$ cat src/rtl/vdec_pkg.sv
package vdec_pkg;

  localparam int InstrW   = 32;
  localparam int OpcW     = 7;
  localparam int F3W      = 3;
  localparam int F6W      = 6;
  localparam int RegW     = 5;

  localparam int OpcLo    = 0;
  localparam int VdLo     = 7;
  localparam int F3Lo     = 12;
  localparam int VmBit    = 25;
  localparam int F6Lo     = 26;

  localparam logic [OpcW-1:0] VecOpcode  = 7'b1010111;
  localparam logic [F6W-1:0]  F6WxUnary  = 6'b010000;
  localparam logic [F6W-1:0]  F6MskFirst = 6'b010100;
  localparam logic [F6W-1:0]  F6Merge    = 6'b010111;

  typedef enum logic [F3W-1:0] {
    CAT_IVV = 3'b000,
    CAT_FVV = 3'b001,
    CAT_MVV = 3'b010,
    CAT_IVI = 3'b011,
    CAT_IVX = 3'b100,
    CAT_FVF = 3'b101,
    CAT_MVX = 3'b110,
    CAT_CFG = 3'b111
  } catE;

  // strobes from control to datapath
  typedef struct packed {
    logic vecOp;     // vector arithmetic word
    logic vs1Form;   // vector-vector encoding
    logic wxUnary;   // scalar-result unary group, rs1 is sub-opcode
    logic mskFirst;  // set-first group, rs1 is sub-opcode
    logic mergeGrp;  // merge/move function code
    logic mergeEnc;  // encoding where merge/move lives
  } decStrobeT;

  typedef struct packed {
    logic useVs1;
    logic useVs2;
    logic useVd;
    logic useMask;
  } useT;

endpackage

$ cat src/rtl/vdec_ctrl.sv
module vdec_ctrl
  import vdec_pkg::*;
(
  input  logic [OpcW-1:0] opcode,
  input  logic [F3W-1:0]  funct3,
  input  logic [F6W-1:0]  funct6,
  output decStrobeT       strb
);

  catE cat;
  logic isOpv;

  assign cat   = catE'(funct3);
  assign isOpv = (opcode == VecOpcode) && (cat != CAT_CFG);

  always_comb begin
    strb          = '0;
    strb.vecOp    = isOpv;
    unique case (cat)
      CAT_IVV, CAT_FVV, CAT_MVV: strb.vs1Form = isOpv;
      default:                   strb.vs1Form = 1'b0;
    endcase
    strb.wxUnary  = isOpv && (cat == CAT_MVV) && (funct6 == F6WxUnary);
    strb.mskFirst = isOpv && (cat == CAT_MVV) && (funct6 == F6MskFirst);
    strb.mergeGrp = isOpv && (funct6 == F6Merge);
    unique case (cat)
      CAT_IVV, CAT_IVI, CAT_IVX, CAT_FVF: strb.mergeEnc = 1'b1;
      default:                            strb.mergeEnc = 1'b0;
    endcase
  end

endmodule

$ cat src/rtl/vdec_datapath.sv
module vdec_datapath
  import vdec_pkg::*;
#(
  parameter bit          RegOut       = 1'b1,
  parameter int unsigned CauseW       = 5,
  parameter int unsigned IllegalCause = 2
) (
  input  logic              clk,
  input  logic              rstN,
  input  logic              instrValid,
  input  decStrobeT         strb,
  input  logic              vm,
  input  logic [RegW-1:0]   vd,
  output logic              outValid,
  output logic              isVec,
  output useT               uses,
  output logic              illegal,
  output logic [CauseW-1:0] excCause
);

  localparam logic [CauseW-1:0] CauseIll = CauseW'(IllegalCause);

  logic              vdZero, moveForm, illC, live, vecC;
  useT               usesC;
  logic [CauseW-1:0] causeC;

  assign vdZero   = (vd == '0);
  assign moveForm = strb.mergeGrp && strb.mergeEnc && vm;
  assign illC     = instrValid && strb.mergeGrp && strb.mergeEnc && !vm && vdZero;
  assign vecC     = instrValid && strb.vecOp;
  assign live     = vecC && !illC;

  always_comb begin
    usesC.useVs1  = live && strb.vs1Form && !strb.wxUnary && !strb.mskFirst;
    usesC.useVs2  = live && !moveForm;
    usesC.useVd   = live && !strb.wxUnary;
    usesC.useMask = live && !vm;
    causeC        = illC ? CauseIll : '0;
  end

  generate
    if (RegOut) begin : gRegOut
      always_ff @(posedge clk or negedge rstN) begin
        if (!rstN) begin
          outValid <= 1'b0;
          isVec    <= 1'b0;
          uses     <= '0;
          illegal  <= 1'b0;
          excCause <= '0;
        end else begin
          outValid <= instrValid;
          isVec    <= vecC;
          uses     <= usesC;
          illegal  <= illC;
          excCause <= causeC;
        end
      end
    end else begin : gCombOut
      assign outValid = instrValid;
      assign isVec    = vecC;
      assign uses     = usesC;
      assign illegal  = illC;
      assign excCause = causeC;
    end
  endgenerate

endmodule

$ cat src/rtl/vdec_top.sv
module vdec_top
  import vdec_pkg::*;
#(
  parameter bit          RegOut       = 1'b1,
  parameter int unsigned CauseW       = 5,
  parameter int unsigned IllegalCause = 2
) (
  input  logic              clk,
  input  logic              rstN,
  input  logic              instrValid,
  input  logic [31:0]       instr,
  output logic              outValid,
  output logic              isVec,
  output logic              useVs1,
  output logic              useVs2,
  output logic              useVd,
  output logic              useMask,
  output logic              illegal,
  output logic [CauseW-1:0] excCause
);

  decStrobeT strb;
  useT       uses;
  logic      unusedRegFields;

  assign unusedRegFields = ^instr[24:15];

  vdec_ctrl uCtrl (
    .opcode (instr[OpcLo +: OpcW]),
    .funct3 (instr[F3Lo +: F3W]),
    .funct6 (instr[F6Lo +: F6W]),
    .strb   (strb)
  );

  vdec_datapath #(
    .RegOut       (RegOut),
    .CauseW       (CauseW),
    .IllegalCause (IllegalCause)
  ) uDp (
    .clk        (clk),
    .rstN       (rstN),
    .instrValid (instrValid),
    .strb       (strb),
    .vm         (instr[VmBit]),
    .vd         (instr[VdLo +: RegW]),
    .outValid   (outValid),
    .isVec      (isVec),
    .uses       (uses),
    .illegal    (illegal),
    .excCause   (excCause)
  );

  assign useVs1  = uses.useVs1;
  assign useVs2  = uses.useVs2;
  assign useVd   = uses.useVd;
  assign useMask = uses.useMask;

endmodule

$ cat config.mk
export PLATFORM = sky130hd
export DESIGN_NAME = vdec_top
export DESIGN_NICKNAME = d
export VERILOG_FILES = /design/src/rtl/vdec_pkg.sv /design/src/rtl/vdec_ctrl.sv /design/src/rtl/vdec_datapath.sv /design/src/rtl/vdec_top.sv
export SDC_FILE = /design/constraint.sdc
export NUM_CORES = 1
export LEC_CHECK = 0
export ABC_AREA = 1
export BUFFER_PORTS_ARGS = -buffer_cell sky130_fd_sc_hd__buf_2
export CORE_AREA = 10 10 48 50
export DETAILED_ROUTE_END_ITERATION = 10
export DIE_AREA = 0 0 58 60
export PLACE_DENSITY = 0.77
export SLEW_MARGIN = 5
export SYNTH_ARGS = -nofsm -noshare
export SYNTH_HDL_FRONTEND = slang
export SYNTH_HIERARCHICAL = 1
export SYNTH_SLANG_ARGS = --single-unit
$ cat constraint.sdc
create_clock -name clk -period 1.35 [get_ports clk]
set_clock_uncertainty 0.15 [all_clocks]
set_input_delay 0.135 -clock clk [delete_from_list [all_inputs] [get_ports clk]]
set_output_delay 0.135 -clock clk [all_outputs]
set_load 0.01 [all_outputs]
# After elaboration in Yosys (flattened, before gate mapping)
# Index checks and enable logic that the tools add are counted.
# word_totals
inputBits	35
ff_bits	12
elab_cells	49
out_inout_bits	12
# op_classes
n_reduce_logical	28
n_mux	3
eq_ne	10
# ops
operator	count
1-bit logical AND	19
6-bit by 5-bit equality test with 1-bit output (second input constant)	3
7-bit equality test (second input constant)	1
3-bit by 2-bit equality test with 1-bit output (second input constant)	2
3-bit equality test (second input constant)	2
1-bit zero test	5
5-bit zero test	1
4-bit OR reduction	1
3-bit by 1-bit equality test with 1-bit output (second input constant)	1
3-bit zero test	1
3-bit inequality test (second input constant)	1
3-bit OR reduction	1
1-bit two-way mux	2
2-bit two-way mux	1

# Depth between registers and ports, before layout
# logic_depth
word_depth	12
mapped_depth	10
ltp_nobuf	10

# By module
# The synthesis kept the hierarchy.
# modules_own_cells
module	seq_area_each_um2	area_each_um2	cells_each	n_inst
vdec_datapath	175.2	339.1	36	1
vdec_ctrl	0.0	145.1	34	1

# Worst setup path before layout
# Ideal clock, no wire load.
# synth_timing
kind	in2reg
startpoint	input port instr[3]
endpoint	register uDp/uses[3] (netlist name)
setup_time_ns	0.114
required_ns	1.086
n_path_buf	0
arrival_time_ns	0.937
setup_slack_ns	0.149
stages	10
path_cell_list	inv_1 > nand3_1 > nor2_2 > nand2_1 > nor2_1 > nand2_2 > nor2_2 > nand3_2 > nand3_2 > nor2_1
# synth_rtl
item	line	rtl
start: declaration	vdec_top.sv:11	input logic [31:0] instr,

==> run metrics <==
Tmin final 1200 ps; Overflow after GRT 0; Final Cycle Share 0.891; total global-route track usage 0.0724; Hold WS 25.9 ps; Initial Util 0.337; post-synthesis sequential area ratio 0.362; die footprint 3480 µm²; mean cell area of the mapped netlist 6.92 µm²; area share of the largest cell type after synthesis 0.362; arrival time at the worst endpoint 1190 ps; RSZ-0062 raised after global routing false; DR iter-0 viols 7; max-cap violation count 0; Via-to-Cell Ratio 4.25; f_max 831 MHz; FILL cells 157; post-route antenna net violation count 0; clock root buffer master clkbuf_4; Final Max Tran Viols 0; area occupied by multi-input gates 219 µm²; die height 60 µm; Worst Setup Start Kind primary input; WP data required 1340 ps; via count 536; Core Footprint 1440 µm²; pwr/cell area 677 nW/µm²; final net count 146; port bufs 32; ANT cells 0; post-CTS sizing 0; Total Neg Setup Slack 0 ps; vias in the first global route 526; status finished clean; first-pass GRT wire length 2010 µm; depth of the CTS H-tree 1; CP endpoint kind flop; number of hold buffers added after cts 3; peak supply drop 0.177 mV; critical path class in -> reg; Fin. Hold Viols 0; post-CTS setup buffers 0; ratio of cells with drive above 1 in the final layout 0.436; clock-pin slew on the worst setup and hold paths 50 ps; GPL Wtd Cong 0.703; Cells after Synth 70; Num CTS Buffers 3; Initial DRT Pass Iterations 2; CTS max path bufs 2; flops & latches, synth 7; Post-Syn Area 484 µm²; most area-consuming cells after synthesis dfrtp_1, nor2_1, inv_1, buf_4, nand2_1; DPL Wire Length 1200 µm; TritonCTS clock tree built; worst min path class in -> reg; Die X 58 µm; Unique masters post-synth 16; Finish-stage setup viols 0; area delta synth->final 48.1%; Worst Path Max Fanout 3; final wirelength 1290 µm; YS warnings 6; I/O Pins 47; largest net degree at the start of global routing 8; # clock sinks 7; Core Rows 14; initial antenna violation count 0; leak pwr 0.426 nW; area leader, netlist dfrtp_1; residual DRC count 0; final core utilization 0.499; DR WL/cell 10.2 µm; Reg area 175 µm²
## where the power goes
| group | switching (W) | total (W) | internal, W |
|---|---|---|---|
| Sequential | 0.000000447 | 0.000213 | 0.000212 |
| Combinational | 0.0000454 | 0.0000917 | 0.0000463 |
| Clock | 0.0000692 | 0.000181 | 0.000112 |
| Total | 0.000115 | 0.000486 | 0.000371 |
## cells by family after synthesis
logic type	synth area share
simple gates	0.401
compound gates	0.0207
buf+inv	0.209
other cells	0.00774
flops	0.362
## Yosys cell counts, drive strengths merged
library cell and n:
o21ai 2, nor3 2, nor2 18, conb 1, dfrtp 7, buf 6, inv 15, nand4 1
nand2 10, nand3 7, nor3b 1
## sequential cells by signal, summed over array words and instances (netlist names)
register / cells
uDp/uses: 4
uDp/isVec: 1
uDp/outValid: 1
uDp/excCause: 1
## routing by layer
| metal | GRT usage | vias to the layer above | part of all wire |
|---|---|---|---|
| met2 | 0.130 | 24 | 0.53 |
| met5 | 0 | - | 0 |
| met1 | 0.0600 | 233 | 0.35 |
| met4 | 0.0503 | 0 | 0 |
| li1 | - | 279 | - |
| met3 | 0.0381 | 0 | 0.12 |
## worst paths after layout
check / startpoint / endpoint / slack [ps] / cells after the start
worst max-delay path: instr[25] / uDp/uses[3] / 150 / 6
worst min-delay path: instr[7] / uDp/excCause[1] / 30 / 4
max in group asynchronous: rstN / uDp/uses[0] / 800 / 2
min in group asynchronous: rstN / uDp/uses[1] / 100 / 2
## cells in the final DEF, fill, tap and decap left out
| cell type | n |
|---|---|
| nand3_1 | 5 |
| inv_1 | 14 |
| nor3_2 | 1 |
| nor2_1 | 16 |
| nor3b_2 | 1 |
| nand4_1 | 1 |
| dlygate4sd3_1 | 3 |
| dfrtp_1 | 7 |
| nor2_2 | 2 |
| nand2_1 | 8 |
| nor3_1 | 1 |
| conb_1 | 4 |
| clkbuf_1 | 1 |
| clkbuf_4 | 3 |
| o21ai_1 | 2 |
| nand2_2 | 2 |
| buf_4 | 4 |
| nand3_2 | 2 |
| buf_2 | 32 |
| inv_2 | 1 |
## worst max-delay path, cell delays in order
cell and delay (ps):
dlygate4sd3_1 540, buf_2 140, nor2_1 140, nand3_2 110, nand3_2 80, nor2_1 40
## area by class of cell
cell class              instances  area share
inverters                      15      0.0785
clock buffers                   4      0.0366
well taps                      16      0.0279
multi-input cells              45       0.305
repair buffers                 39       0.307
flip-flops and latches          7       0.244
## through the flow
stage	setup slack, ps	area, µm²	total power [W]	cells
finish	147	717	0.000486	126
floorplan	149	495	0.000257	73
CTS	153	717	0.000497	126
global placement	12.6	661	0.000298	119
detailed placement	-35.7	661	0.000302	119
global route	92.5	717	0.000522	126
Power figures use the tool's default switching activity.
